## src/rtl/sqe_pkg.sv

```systemverilog
`timescale 1ns/1ps
// Shared types for the SQE heartbeat test generator.
package sqe_pkg;
    // Sequencer phases: waiting, counting the post-frame gap, presenting the tone
    typedef enum logic [1:0] {
        SQ_IDLE  = 2'd0,
        SQ_GAP   = 2'd1,
        SQ_BURST = 2'd2
    } sq_state_t;
endpackage

```

## src/rtl/sqe_bt_divider.sv

```systemverilog
`timescale 1ns/1ps
// Bit-time tick divider.
// Gives a one-clock tick every CLKS_PER_BT clocks while run is high.
// Assumes restart is pulsed on the edge where the sequencer leaves idle,
// so each test measures its windows from a fixed phase.
module sqe_bt_divider #(
    parameter int CLKS_PER_BT = 2
) (
    input  logic clk,
    input  logic rst_n,
    input  logic restart,
    input  logic run,
    output logic tick
);
    generate
        if (CLKS_PER_BT <= 1) begin : g_direct
            // One clock per bit time: every running cycle is a tick
            assign tick = run;
        end else begin : g_count
            localparam int W = $clog2(CLKS_PER_BT);
            localparam logic [W-1:0] LAST = W'(CLKS_PER_BT - 1);
            logic [W-1:0] div_q;

            assign tick = run && (div_q == LAST);

            // Advance the phase counter; wrap on a tick, clear on restart
            always_ff @(posedge clk) begin
                if (!rst_n) begin
                    div_q <= '0;
                end else if (restart) begin
                    div_q <= '0;
                end else if (run) begin
                    div_q <= tick ? '0 : div_q + 1'b1;
                end
            end

            // Ticks are spaced by whole bit times, never back to back
            p_tick_spacing_r2: assert property (@(posedge clk) disable iff (!rst_n)
                tick |=> !tick)
                else $error("tick repeated on consecutive clocks");
        end
    endgenerate
endmodule

```

## src/rtl/sqe_frame_qualifier.sv

```systemverilog
`timescale 1ns/1ps
// Frame qualifier.
// Tracks one transmit frame and pulses end_ok for one clock when the frame
// ends with no collision or jabber seen while it was active and with the
// heartbeat option on at the end edge. Flags seen while idle are ignored.
module sqe_frame_qualifier (
    input  logic clk,
    input  logic rst_n,
    input  logic tx_active,
    input  logic hb_enable,
    input  logic coll_seen,
    input  logic jabber_seen,
    output logic end_ok
);
    logic tx_q;
    logic fault_q;
    logic bad_now;

    assign bad_now = coll_seen || jabber_seen;

    // Remember last activity level to find the frame edges
    always_ff @(posedge clk) begin
        if (!rst_n) tx_q <= 1'b0;
        else        tx_q <= tx_active;
    end

    // Fault flag: reload on a frame start, set by any flag during the frame
    always_ff @(posedge clk) begin
        if (!rst_n) begin
            fault_q <= 1'b0;
        end else if (tx_active && !tx_q) begin
            fault_q <= bad_now;
        end else if (tx_active && bad_now) begin
            fault_q <= 1'b1;
        end
    end

    // Clean-end pulse on the edge that first sees activity gone
    always_ff @(posedge clk) begin
        if (!rst_n) end_ok <= 1'b0;
        else        end_ok <= tx_q && !tx_active && hb_enable && !fault_q;
    end

    // A frame end yields a single pulse
    p_end_single_r1: assert property (@(posedge clk) disable iff (!rst_n)
        end_ok |=> !end_ok)
        else $error("frame end pulse longer than one clock");
endmodule

```

## src/rtl/sqe_sequencer.sv

```systemverilog
`timescale 1ns/1ps
// Heartbeat sequencer.
// After a clean-end pulse it waits GAP_BT ticks, then requests the tone for
// BURST_BT ticks, then returns to idle. Renewed transmit activity drops the
// test at the next edge. Assumes tick is a one-clock pulse per bit time.
module sqe_sequencer
    import sqe_pkg::*;
#(
    parameter int GAP_BT   = 11,
    parameter int BURST_BT = 10
) (
    input  logic      clk,
    input  logic      rst_n,
    input  logic      end_ok,
    input  logic      tx_active,
    input  logic      tick,
    output sq_state_t state,
    output logic      start,
    output logic      req
);
    localparam int MAXW = (GAP_BT > BURST_BT) ? GAP_BT : BURST_BT;
    localparam int CW   = $clog2(MAXW + 1);
    localparam logic [CW-1:0] GAP_LAST   = CW'(GAP_BT - 1);
    localparam logic [CW-1:0] BURST_LAST = CW'(BURST_BT - 1);

    logic [CW-1:0] bt_cnt;

    assign start = (state == SQ_IDLE) && end_ok && !tx_active;
    assign req   = (state == SQ_BURST);

    // Phase and bit-time count advance
    always_ff @(posedge clk) begin
        if (!rst_n) begin
            state  <= SQ_IDLE;
            bt_cnt <= '0;
        end else begin
            case (state)
                SQ_IDLE: begin
                    bt_cnt <= '0;
                    if (start) state <= SQ_GAP;
                end
                SQ_GAP: begin
                    if (tx_active) begin
                        state  <= SQ_IDLE;
                        bt_cnt <= '0;
                    end else if (tick) begin
                        if (bt_cnt == GAP_LAST) begin
                            state  <= SQ_BURST;
                            bt_cnt <= '0;
                        end else begin
                            bt_cnt <= bt_cnt + 1'b1;
                        end
                    end
                end
                SQ_BURST: begin
                    if (tx_active) begin
                        state  <= SQ_IDLE;
                        bt_cnt <= '0;
                    end else if (tick) begin
                        if (bt_cnt == BURST_LAST) begin
                            state  <= SQ_IDLE;
                            bt_cnt <= '0;
                        end else begin
                            bt_cnt <= bt_cnt + 1'b1;
                        end
                    end
                end
                default: begin
                    state  <= SQ_IDLE;
                    bt_cnt <= '0;
                end
            endcase
        end
    end

    // A gap is only entered from idle on a clean-end pulse
    p_gap_needs_ok_r1: assert property (@(posedge clk) disable iff (!rst_n)
        (state == SQ_GAP && $past(state) == SQ_IDLE) |-> $past(end_ok))
        else $error("gap entered without a clean frame end");

    // The gap count never passes its window
    p_gap_bound_r2: assert property (@(posedge clk) disable iff (!rst_n)
        (state == SQ_GAP) |-> (bt_cnt <= GAP_LAST))
        else $error("gap counter out of range");

    // Only legal encodings are reached
    p_state_legal_r6: assert property (@(posedge clk) disable iff (!rst_n)
        state inside {SQ_IDLE, SQ_GAP, SQ_BURST})
        else $error("illegal sequencer state");
endmodule

```

## src/rtl/sqe_heartbeat_gen.sv

```systemverilog
`timescale 1ns/1ps
// SQE heartbeat test generator, top level.
// Joins the frame qualifier, the bit-time divider and the sequencer.
// Drives a request into the shared collision-tone driver.
// Assumes all inputs are synchronous to clk.
module sqe_heartbeat_gen
    import sqe_pkg::*;
#(
    parameter int CLKS_PER_BT = 2,
    parameter int GAP_BT      = 11,
    parameter int BURST_BT    = 10
) (
    input  logic clk,
    input  logic rst_n,
    input  logic tx_active,
    input  logic hb_enable,
    input  logic coll_seen,
    input  logic jabber_seen,
    output logic sqe_req
);
    localparam int GAP_EDGES   = 1 + CLKS_PER_BT * GAP_BT;
    localparam int BURST_CLKS  = CLKS_PER_BT * BURST_BT;
    localparam int MW          = $clog2(GAP_EDGES + BURST_CLKS + 2);

    logic      end_ok;
    logic      tick;
    logic      start;
    sq_state_t state;

    sqe_frame_qualifier u_qual (
        .clk         (clk),
        .rst_n       (rst_n),
        .tx_active   (tx_active),
        .hb_enable   (hb_enable),
        .coll_seen   (coll_seen),
        .jabber_seen (jabber_seen),
        .end_ok      (end_ok)
    );

    sqe_bt_divider #(.CLKS_PER_BT(CLKS_PER_BT)) u_div (
        .clk     (clk),
        .rst_n   (rst_n),
        .restart (start),
        .run     (state != SQ_IDLE),
        .tick    (tick)
    );

    sqe_sequencer #(.GAP_BT(GAP_BT), .BURST_BT(BURST_BT)) u_seq (
        .clk       (clk),
        .rst_n     (rst_n),
        .end_ok    (end_ok),
        .tx_active (tx_active),
        .tick      (tick),
        .state     (state),
        .start     (start),
        .req       (sqe_req)
    );

    // ---------------- checking counters and assertions ----------------
    logic [MW-1:0] gap_meas;
    logic [MW-1:0] burst_meas;

    // Count edges from the clean-end pulse to the start of the burst
    always_ff @(posedge clk) begin
        if (!rst_n)                     gap_meas <= '0;
        else if (tx_active || sqe_req)  gap_meas <= '0;
        else if (end_ok)                gap_meas <= MW'(1);
        else if (gap_meas != '0)        gap_meas <= gap_meas + 1'b1;
    end

    // Count clocks with the request high
    always_ff @(posedge clk) begin
        if (!rst_n)       burst_meas <= '0;
        else if (sqe_req) burst_meas <= burst_meas + 1'b1;
        else              burst_meas <= '0;
    end

    p_gap_exact_r2: assert property (@(posedge clk) disable iff (!rst_n)
        $rose(sqe_req) |-> (gap_meas == MW'(GAP_EDGES)))
        else $error("burst started at the wrong time");

    p_burst_cap_r3: assert property (@(posedge clk) disable iff (!rst_n)
        sqe_req |-> (burst_meas < MW'(BURST_CLKS)))
        else $error("burst too long");

    p_burst_full_r3: assert property (@(posedge clk) disable iff (!rst_n)
        ($fell(sqe_req) && !$past(tx_active)) |-> (burst_meas == MW'(BURST_CLKS)))
        else $error("burst ended early without new activity");

    p_abort_r5: assert property (@(posedge clk) disable iff (!rst_n)
        tx_active |=> !sqe_req)
        else $error("request high after renewed activity");
endmodule

```

## config.mk

```make
export PLATFORM = sky130hd
export DESIGN_NAME = sqe_heartbeat_gen
export DESIGN_NICKNAME = d
export VERILOG_FILES = /design/src/rtl/sqe_pkg.sv /design/src/rtl/sqe_bt_divider.sv /design/src/rtl/sqe_frame_qualifier.sv /design/src/rtl/sqe_sequencer.sv /design/src/rtl/sqe_heartbeat_gen.sv
export SDC_FILE = /design/constraint.sdc
export NUM_CORES = 1
export LEC_CHECK = 0
export ABC_AREA = 1
export ABC_CLOCK_PERIOD_IN_PS = 2990
export BUFFER_PORTS_ARGS = -buffer_cell sky130_fd_sc_hd__buf_2
export CORE_AREA = 2 2 39 41
export CTS_CLUSTER_SIZE = 30
export DETAILED_ROUTE_END_ITERATION = 12
export DIE_AREA = 0 0 41 43
export PLACE_DENSITY = 0.64
export SLEW_MARGIN = 10
export SYNTH_ARGS = -nofsm -noshare
export SYNTH_HDL_FRONTEND = slang
export SYNTH_SLANG_ARGS = --single-unit
```

## constraint.sdc

```tcl
create_clock -name clk -period 2.99 [get_ports clk]
set_input_delay 0.1495 -clock clk [delete_from_list [all_inputs] [get_ports clk]]
set_output_delay 0.1495 -clock clk [all_outputs]
set_load 0.02 [all_outputs]
```

==> impl_metrics.tcl <==
set metrics [dict create \
    status "complete, no violations" \
    hold_buffers 0 \
    critical-path-max-stage-delay_ns 0.35 \
    cp_cell_sequence "inv_1, ha_1, inv_1, nand2_1, nand2_4, nand2_4, nor2_4, nand2_1, nand2_1, nor2_1" \
    synthArstFlopShare_pct 0 \
    drtAntennaViolNets 0 \
    finalHoldViolCount 0 \
    place_congestion 0.822 \
    routed_via_density 4.56 \
    grt.overflow.total 0 \
    coreArea_um2 1380 \
    path_delay_family "simple AND/OR/NAND/NOR gates" \
    synthCells 81 \
    synth.top_cells.by_area "dfxtp_1 35%, nand2_1 12%, nand2_4 9.8%" \
    final_net_count 100 \
    min_period_over_period_pct 47.7 \
    syn-num-nets 90 \
    antenna_found_initial 0 \
    grt_max_degree 11 \
    arrival_ns 1.57 \
    clk_pin_slew_ns 0.06 \
    synth-main-ff-cell "dfxtp_1" \
    first_pass_iters 4 \
    ys_seq_area_share_pct 34.8 \
    place.port_buffers 6 \
    relSlewSlack_pct 77.3 \
    row_count 14 \
    instances_no_fill 105 \
    yosys_warnings 0 \
    h-tree-depth 1 \
    ctsResizeCount 0 \
    dp_hpwl_um 774 \
    clk_latency_ns 0.25 \
    fill_cells 144 \
    drt-initial-drc-count 8 \
    cp.required_ns 3.14 \
    wl_per_cell_um 8.67 \
    drive_gt1_share_pct 23.6 \
    tns_ns 0 \
    drc 0 \
    diodes 0 \
    fin_worst_hold_slack_ns 0.113 \
    tightest_slew_ns 0.338 \
    p_leak_nw 0.308 \
    yosysTopAreaCell "dfxtp_1" \
    syn_to_final_growth_pct 12.0 \
    max_freq_mhz 702 \
    cts_setup_buffers 0 \
    syn_area_um2 576 \
    start_kind "register" \
    clockBufferDepth 2 \
    total_power_mw 0.465 \
    path_buf_inv 2 \
    holdCritPathClass "in2reg" \
    critPathSlowestCell "dfxtp_1" \
    dr_total_vias 479 \
    cap_violations 0 \
    utilization_pct 46.6 \
    synth.distinct_cells 18 \
    rrSetupSlack_ns 1.56 \
    cp_common_cell "nand2_1" \
    die_height_um 43 \
    yosysMostFrequentCell "nand2_1" \
    p_per_area_nw_per_um2 722 \
    critPathMaxFanout 8 \
    io_pins 7 \
    synth_edf_count 0 \
    slew_violations 0 \
    synth.ff_latch_count 10 \
    die-area_um2 1760 \
    setup_viol 0 \
    grt_pass1_vias 446 \
    grt_pass1_wl_um 1700 \
    start_util_pct 41.6 \
    syn_avg_cell_area_um2 7.11 \
    die_width_um 41 \
    critPathCaptureType "register" \
    cts_root_buf "clkbuf_4" \
    criticalPathCategory "reg2reg" \
    finalWirelength_um 910 \
    cts_tree "built" \
    max-vdd-ir-drop_mv 0.299 \
    synth_top_area_share_pct 34.8 \
    finalCriticalPeriod_ns 1.43 \
    grt_usage_pct 13.8 \
    yosys-top-cells-count "18 x nand2_1, 11 x nor2_1, 10 x dfxtp_1, 10 x inv_1" \
    rsz0062_at_grt "false" \
    cts.sinks 10 \
    finClkSkew_ns 0.00120 \
    cts_buffers 3 \
    dp_cells 102 \
]
==> worst reg2reg max path, cell delays in order, from the launching register on <==
cell and delay, ns:
dfxtp_1 0.35, inv_1 0.07, ha_1 0.22, inv_1 0.09, nand2_1 0.12, nand2_4 0.14
nand2_4 0.06, nor2_4 0.14, nand2_1 0.06, nand2_1 0.05, nor2_1 0.04
==> cells by family (layout without fill, tap and decap cells) <==
| group | count (synthesis) | count (layout) | synth area share [%] |
|---|---|---|---|
| AND/OR/NAND/NOR | 44 | 44 | 39.3 |
| adder cells (fa/ha/maj) | 3 | 3 | 6.52 |
| buffers and inverters | 13 | 21 | 8.48 |
| flip-flops | 10 | 10 | 34.8 |
| AO/OA/AOI/OAI | 11 | 11 | 10.9 |
==> report_power, final <==
| group | switching [mW] | internal [mW] |
|---|---|---|
| Combinational | 0.128 | 0.0798 |
| Sequential | 0.0166 | 0.156 |
| Clock | 0.0390 | 0.0461 |
| Total | 0.183 | 0.282 |
==> cell usage in the layout, fill, tap and decap left out <==
cell and instances:
nor2_1 11, nor2_2 2, a21oi_1 3, nand2_2 2
ha_1 3, o21bai_1 1, nor2_4 1, a311oi_1 1
nand2_1 18, nand3_1 4, a31oi_1 1, clkbuf_4 3
nor3_1 1, o21ai_0 5, buf_2 6, inv_1 10
dfxtp_1 10, nand2_4 5, inv_2 2
==> sequential cells by signal, summed over array words and instances, names as in the netlist <==
signal,cells
u_qual.fault_q,1
u_qual.end_ok,1
u_seq.bt_cnt,4
u_qual.tx_q,1
u_seq.state,2
u_div.g_count.div_q,1
==> metal layers <==
layer | vias to the layer above | global-route usage, % | part of all wire (%)
li1 | 273 | - | -
met1 | 199 | 20.2 | 50
met2 | 7 | 19.7 | 46
met3 | 0 | 1.57 | 3.6
met4 | 0 | 6.00 | 0
met5 | - | 0 | 0
==> cell type report <==
| cell class | instances | area (um^2) | area share [%] |
|---|---|---|---|
| clock buffers | 3 | 22.5 | 3.50 |
| repair buffers | 6 | 30.0 | 4.66 |
| flip-flops and latches | 10 | 200 | 31.1 |
| multi-input cells | 58 | 327 | 50.7 |
| inverters | 12 | 45.0 | 6.99 |
| well taps | 16 | 20.0 | 3.11 |
==> worst paths after layout <==
kind / start / end / cells past startpoint
hold reg to reg: u_qual.fault_q / u_qual.end_ok / 1
hold / removal: tx_active / u_qual.end_ok / 2
setup reg to reg: u_seq.state[0] / u_seq.state[0] / 10
setup / recovery: u_seq.state[0] / u_seq.state[0] / 10
==> stage by stage <==
stage               worst slack, ns  instance area (um^2)
global route                   1.39                   644
finish                         1.56                   644
CTS                            1.55                   644
global placement               1.58                   622
floorplan                      1.62                   576
detailed placement             1.57                   622
Power figures use the tool's default switching activity.
